===== src/rtl/iexc_pkg.sv =====
package iexc_pkg;

    localparam int CLS_W = 8;
    localparam int REQ_W = 4;
    localparam int CAUSE_W = 3;

    // class flag positions on the decoded-opcode bus
    localparam int CL_UNDEF = 0;
    localparam int CL_TRAP  = 1;
    localparam int CL_PCWR  = 2;
    localparam int CL_LONG  = 3;
    localparam int CL_BANK  = 4;
    localparam int CL_DIVS  = 5;
    localparam int CL_DIVU  = 6;
    localparam int CL_FPU   = 7;

    // kinds that are legal in normal flow but forbidden in a delay slot
    localparam logic [CLS_W-1:0] SLOT_FORBID =
        (CLS_W'(1) << CL_PCWR) | (CLS_W'(1) << CL_LONG) | (CLS_W'(1) << CL_BANK) |
        (CLS_W'(1) << CL_DIVS) | (CLS_W'(1) << CL_DIVU);

    // one-hot request positions
    localparam int RQ_GEN  = 0;
    localparam int RQ_SLOT = 1;
    localparam int RQ_TRAP = 2;
    localparam int RQ_DIV  = 3;

    typedef enum logic [CAUSE_W-1:0] {
        CAUSE_NONE     = 3'd0,
        CAUSE_GEN_ILL  = 3'd1,
        CAUSE_SLOT_ILL = 3'd2,
        CAUSE_TRAP     = 3'd3,
        CAUSE_DIV_ZERO = 3'd4,
        CAUSE_DIV_OVF  = 3'd5
    } cause_e;

    typedef enum logic {
        SLOT_IDLE  = 1'b0,
        SLOT_ARMED = 1'b1
    } slot_state_e;

    typedef struct packed {
        logic slot_ill;
        logic gen_ill;
        logic div_zero;
        logic div_ovf;
        logic trap;
    } hits_t;

    function automatic int unsigned req_pos(cause_e c);
        unique case (c)
            CAUSE_GEN_ILL:  return RQ_GEN;
            CAUSE_SLOT_ILL: return RQ_SLOT;
            CAUSE_TRAP:     return RQ_TRAP;
            default:        return RQ_DIV;
        endcase
    endfunction

endpackage


===== src/rtl/iexc_slot_fsm.sv =====
module iexc_slot_fsm
    import iexc_pkg::*;
(
    input  logic clk,
    input  logic rst_n,
    input  logic flush,
    input  logic dec_valid,
    input  logic dec_dbranch,
    output logic in_slot
);

    slot_state_e state_q, state_d;

    always_ff @(posedge clk) begin
        if (!rst_n) state_q <= SLOT_IDLE;
        else        state_q <= state_d;
    end

    always_comb begin
        state_d = state_q;
        unique case (state_q)
            SLOT_IDLE: begin
                if (flush)                          state_d = SLOT_IDLE;   // abort
                else if (dec_valid && dec_dbranch)  state_d = SLOT_ARMED;  // arm
            end
            SLOT_ARMED: begin
                if (flush)          state_d = SLOT_IDLE;                   // abort
                else if (dec_valid) state_d = SLOT_IDLE;                   // consume
            end
            default: state_d = SLOT_IDLE;
        endcase
    end

    always_comb begin
        in_slot = (state_q == SLOT_ARMED);
    end

endmodule


===== src/rtl/iexc_detect.sv =====
module iexc_detect
    import iexc_pkg::*;
#(
    parameter int XLEN = 32
) (
    input  logic             flush,
    input  logic             in_slot,
    input  logic             trap_q,
    input  logic             dec_valid,
    input  logic [CLS_W-1:0] dec_class,
    input  logic             fpu_standby,
    input  logic             ex_div_valid,
    input  logic             ex_div_signed,
    input  logic [XLEN-1:0]  ex_dividend,
    input  logic [XLEN-1:0]  ex_divisor,
    output hits_t            hits,
    output logic             trap_arm
);

    localparam logic [XLEN-1:0] MOST_NEG = {1'b1, {(XLEN-1){1'b0}}};
    localparam logic [XLEN-1:0] MINUS_1  = {XLEN{1'b1}};

    logic undef_eff;
    logic forbid_any;
    logic dec_live;

    always_comb begin
        dec_live   = dec_valid && !flush;
        undef_eff  = dec_class[CL_UNDEF] || (fpu_standby && dec_class[CL_FPU]);
        forbid_any = |(dec_class & SLOT_FORBID);

        hits          = '0;
        hits.slot_ill = dec_live && in_slot && (undef_eff || forbid_any);
        hits.gen_ill  = dec_live && !in_slot && undef_eff;
        hits.div_zero = ex_div_valid && !flush && (ex_divisor == '0);
        hits.div_ovf  = ex_div_valid && !flush && ex_div_signed &&
                        (ex_dividend == MOST_NEG) && (ex_divisor == MINUS_1);
        hits.trap     = trap_q && !flush;

        trap_arm = dec_live && dec_class[CL_TRAP] && !hits.slot_ill && !hits.gen_ill;
    end

endmodule


===== src/rtl/iexc_arbiter.sv =====
module iexc_arbiter
    import iexc_pkg::*;
(
    input  logic               clk,
    input  logic               rst_n,
    input  hits_t              hits,
    output logic               exc_valid,
    output logic [REQ_W-1:0]   exc_req,
    output logic [CAUSE_W-1:0] exc_cause
);

    cause_e             cause_d;
    logic [REQ_W-1:0]   req_d;
    logic               valid_q;
    logic [REQ_W-1:0]   req_q;
    cause_e             cause_q;

    always_comb begin
        if      (hits.slot_ill) cause_d = CAUSE_SLOT_ILL;
        else if (hits.gen_ill)  cause_d = CAUSE_GEN_ILL;
        else if (hits.div_zero) cause_d = CAUSE_DIV_ZERO;
        else if (hits.div_ovf)  cause_d = CAUSE_DIV_OVF;
        else if (hits.trap)     cause_d = CAUSE_TRAP;
        else                    cause_d = CAUSE_NONE;
    end

    for (genvar i = 0; i < REQ_W; i++) begin : g_req
        always_comb begin
            req_d[i] = (cause_d != CAUSE_NONE) && (req_pos(cause_d) == i);
        end
    end

    always_ff @(posedge clk) begin
        if (!rst_n) begin
            valid_q <= 1'b0;
            req_q   <= '0;
            cause_q <= CAUSE_NONE;
        end else begin
            valid_q <= (cause_d != CAUSE_NONE);
            req_q   <= req_d;
            cause_q <= cause_d;
        end
    end

    always_comb begin
        exc_valid = valid_q;
        exc_req   = req_q;
        exc_cause = cause_q;
    end

endmodule


===== src/rtl/iexc_classifier.sv =====
module iexc_classifier
    import iexc_pkg::*;
#(
    parameter int XLEN = 32
) (
    input  logic               clk,
    input  logic               rst_n,
    input  logic               flush,
    input  logic               dec_valid,
    input  logic [CLS_W-1:0]   dec_class,
    input  logic               dec_dbranch,
    input  logic               fpu_standby,
    input  logic               ex_div_valid,
    input  logic               ex_div_signed,
    input  logic [XLEN-1:0]    ex_dividend,
    input  logic [XLEN-1:0]    ex_divisor,
    output logic               exc_valid,
    output logic [REQ_W-1:0]   exc_req,
    output logic [CAUSE_W-1:0] exc_cause
);

    logic  in_slot;
    logic  trap_q;
    logic  trap_arm;
    hits_t hits;

    iexc_slot_fsm u_slot (
        .clk         (clk),
        .rst_n       (rst_n),
        .flush       (flush),
        .dec_valid   (dec_valid),
        .dec_dbranch (dec_dbranch),
        .in_slot     (in_slot)
    );

    iexc_detect #(.XLEN(XLEN)) u_det (
        .flush         (flush),
        .in_slot       (in_slot),
        .trap_q        (trap_q),
        .dec_valid     (dec_valid),
        .dec_class     (dec_class),
        .fpu_standby   (fpu_standby),
        .ex_div_valid  (ex_div_valid),
        .ex_div_signed (ex_div_signed),
        .ex_dividend   (ex_dividend),
        .ex_divisor    (ex_divisor),
        .hits          (hits),
        .trap_arm      (trap_arm)
    );

    // trap travels one stage to execute before it is reported
    always_ff @(posedge clk) begin
        if (!rst_n) trap_q <= 1'b0;
        else        trap_q <= trap_arm;
    end

    iexc_arbiter u_arb (
        .clk       (clk),
        .rst_n     (rst_n),
        .hits      (hits),
        .exc_valid (exc_valid),
        .exc_req   (exc_req),
        .exc_cause (exc_cause)
    );

endmodule


===== config.mk =====
export PLATFORM = sky130hd
export DESIGN_NAME = iexc_classifier
export DESIGN_NICKNAME = d
export VERILOG_FILES = /design/src/rtl/iexc_pkg.sv /design/src/rtl/iexc_slot_fsm.sv /design/src/rtl/iexc_detect.sv /design/src/rtl/iexc_arbiter.sv /design/src/rtl/iexc_classifier.sv
export SDC_FILE = /design/constraint.sdc
export NUM_CORES = 1
export LEC_CHECK = 0
export ABC_CLOCK_PERIOD_IN_PS = 1800
export CAP_MARGIN = 20
export CORE_AREA = 2 2 39 41
export DETAILED_ROUTE_END_ITERATION = 6
export DIE_AREA = 0 0 41 43
export DONT_BUFFER_PORTS = 1
export PLACE_DENSITY_LB_ADDON = 0.3
export SYNTH_ARGS = -nofsm -noshare
export SYNTH_HDL_FRONTEND = slang
export SYNTH_SLANG_ARGS = --single-unit

===== constraint.sdc =====
create_clock -name clk -period 1.8 [get_ports clk]
set_input_delay 0.36 -clock clk [delete_from_list [all_inputs] [get_ports clk]]
set_output_delay 0.36 -clock clk [all_outputs]
set_load 0.01 [all_outputs]

==> metrics.csv <==
stage;metric;value;unit
pwr;power;0.4604;mW
grt;first_global_vias;672;
clock_tree;clock_path_buffers;2;
placed_design;port_buffers;0;
clock_tree;cts_sinks;10;
final_layout;fin_util;0.4919;
clock_tree;cts_resized;0;
timing;slew_viol_final;0;
detailed_routing;vias;662;
worst_setup_path;path_buf_inv;1;
placed_design;placed_area;644.4;um2
floorplan;rows;14;
pwr;p_per_area;676.4;nW/um2
final_layout;finalInstanceArea;680.7;um2
timing;fmax;730.7;MHz
grt;grt_use_total;0.2032;
worst_setup_path;cp_data_arrival_time;1.53;ns
worst_setup_path;rr_worst_depth;4;
detailed_routing;vias_per_cell;7.196;
final_layout;diodes;0;
synthesis;synth_warnings;0;
worst_setup_path;r2r_start;u_slot.in_slot$_SDFF_PN0_;
worst_setup_path;start_kind;register;
timing;final-setup-viol-count;0;
grt;grt_pass1_wl;2.456;mm
synthesis;synth_seq_cells;10;
detailed_routing;remaining_drc_errors;0;
clock_tree;ctsHtreeMaxLevel;1;
worst_setup_path;worstSetupPathDepth;4;
floorplan;fp.dieH;43;um
placed_design;pre_cts_slack;0.1709;ns
timing;tightestPinTransition;0.4970;ns
worst_setup_path;critPathLaunch;u_slot.in_slot$_SDFF_PN0_;
synthesis;synth.largest_area_cell;dfxtp_1;
worst_setup_path;end_kind;register;
synthesis;synth_cells;72;
timing;fin_crit;1.369;ns
synthesis;ys_types;27;
timing;rsz0062_at_grt;false;
worst_setup_path;slowest_delay;0.42;ns
timing;fin_worst_skew;0.003609;ns
detailed_routing;wire_per_inst;17.70;um
grt;grt_max_degree;7;
floorplan;die_x;41;um
detailed_routing;drt-total-wl;1.628;mm
timing;hold_violations;0;
detailed_routing;drt_pass1_iterations;4;
placed_design;hpwl;1.471;mm
worst_setup_path;cp.required;1.96;ns
placed_design;gp_congestion;0.6949;
grt;grt_overflow_total;0;
pwr;cellLeakagePower;0.2129;nW
synthesis;syn_avg_cell_area;8.672;um2
flow_run;drv_cap;0;
floorplan;io_pins;88;
clock_tree;cts_tree;built;
grt;grt_antenna_before_repair;0;
synthesis;synthesis.nets;152;
synthesis;yosys.area.top_type_share;0.3206;
timing;min_period_over_period;0.7603;
worst_setup_path;r2r_setup_slack;0.43;ns
timing;relSlewSlack;0.6664;
synthesis;yosysMostFrequentCell;nor4_1;
floorplan;initial_core_util;0.4512;
synthesis;synth.top_cells.by_area;dfxtp_1 (32%), nor4_1 (17%), nand4_1 (7.0%);
worst_setup_path;crit_end;trap_q$_SDFF_PN0_;
synthesis;synth_common_cells;nor4_1 (17), dfxtp_1 (10), nand4_1 (7);
clock_tree;cts_buffers;3;
detailed_routing;drtIter0Drc;11;
worst_setup_path;crit_type;reg -> reg;
worst_setup_path;cp_top_family;compound AO/OA/AOI/OAI gates;
clock_tree;insertion_delay;0.27;ns
clock_tree;post_cts.repair.setup_buffers;0;
timing;timing.setup.tns;0;ns
clock_tree;root_buffer;clkbuf_4;
worst_setup_path;crit_path_max_fanout;4;
timing;layout_setup_ws;0.4314;ns
final_layout;drive_gt1_frac;0.09211;
synthesis;ys_async_sr_fraction;0;
worst_setup_path;slowest_stage;a311oi_1;
clock_tree;cts_hold_buf;0;
floorplan;die_area;1763;um2
clock_tree;clk_pin_slew;0.06;ns
synthesis;synth_edf_count;0;
pwr;vdd_ir_drop_max;0.2069;mV
final_layout;fin_nets;157;
hold_path;hold_class;in -> reg;
synthesis;synth_area;624.3;um2
floorplan;core-area;1384;um2
outcome;outcome;finished, final reports clean;
synthesis;yosys_most_used_dff;dfxtp_1;
worst_setup_path;r2r-end;trap_q$_SDFF_PN0_;
worst_setup_path;crit_chain;inv_1, a311oi_1, nor3b_1, and4b_1;
final_layout;syn_to_final_growth;9.018;%
detailed_routing;ant_nets;0;
synthesis;ys_seq_area_frac;0.3206;
## flip-flops by register name (all words and copies together), names as in the netlist
name / cells
u_arb.exc_req: 4
u_arb.exc_cause: 3
trap_q: 1
u_arb.exc_valid: 1
u_slot.in_slot: 1
## cells by family after synthesis
group           synth area share
buf+inv                  0.01803
flops                     0.3206
simple gates              0.5591
compound gates            0.1022
## stage by stage
step,std cells,hold slack (ns)
2_1_floorplan,72,0.4606
3_3_place_gp,88,0.4912
3_5_place_dp,88,0.4992
4_1_cts,92,0.2318
5_1_grt,92,0.2305
6_report,92,0.2315
## area by class of cell
cell class | count | area, um2
multi-input combinational | 59 | 412.9
tap | 16 | 20.02
sequential | 10 | 200.2
inverter | 3 | 11.26
clock buffer | 4 | 36.28
fill | 137 | 703.2
## worst register-to-register path, delay by kind of cell (launching register included)
kind / cells / cell delay (ns)
AO/OA/AOI/OAI: 1 / 0.42
AND/OR/NAND/NOR: 2 / 0.42
flip-flops: 1 / 0.35
buffers and inverters: 1 / 0.07
## per-layer routing
layer  vias to the layer above  track usage  routed length [um]  share of wire
li1                        309            -                   -              -
met1                       304       0.2039                 538           0.33
met2                        45       0.3656                 904           0.56
met3                         4      0.05759                 158          0.097
met4                         0      0.07333                  26          0.016
met5                         -            0                   0              0
## how the worst min path moves through the flow
stage          cells past startpoint              start                          end  slack (ns)
2_1_floorplan                      2  trap_q$_SDFF_PN0_  u_arb.exc_req[2]$_SDFF_PN0_        0.46
3_3_place_gp                       2  trap_q$_SDFF_PN0_  u_arb.exc_req[2]$_SDFF_PN0_        0.49
3_5_place_dp                       2  trap_q$_SDFF_PN0_  u_arb.exc_req[2]$_SDFF_PN0_        0.50
4_1_cts                            1              rst_n   u_arb.exc_valid$_SDFF_PN0_        0.23
5_1_grt                            1              rst_n   u_arb.exc_valid$_SDFF_PN0_        0.23
6_report                           1              rst_n   u_arb.exc_valid$_SDFF_PN0_        0.23
## cell usage in the layout (no fill, tap or decap), types with 3 or more instances in the layout
cell type	instances
nand2b_1	3
nand4_1	7
clkbuf_4	3
nand3_1	4
nand4b_1	4
nor4_1	17
dfxtp_1	10
inv_1	3
## power breakdown
part	leakage, nW	internal, mW	total, mW	switching, mW
clock network	0.0210	0.123	0.199	0.0760
registers	0.0811	0.226	0.229	0.00333
logic	0.111	0.0188	0.0322	0.0134
total	0.213	0.368	0.460	0.0927
Power figures use the tool's default switching activity.
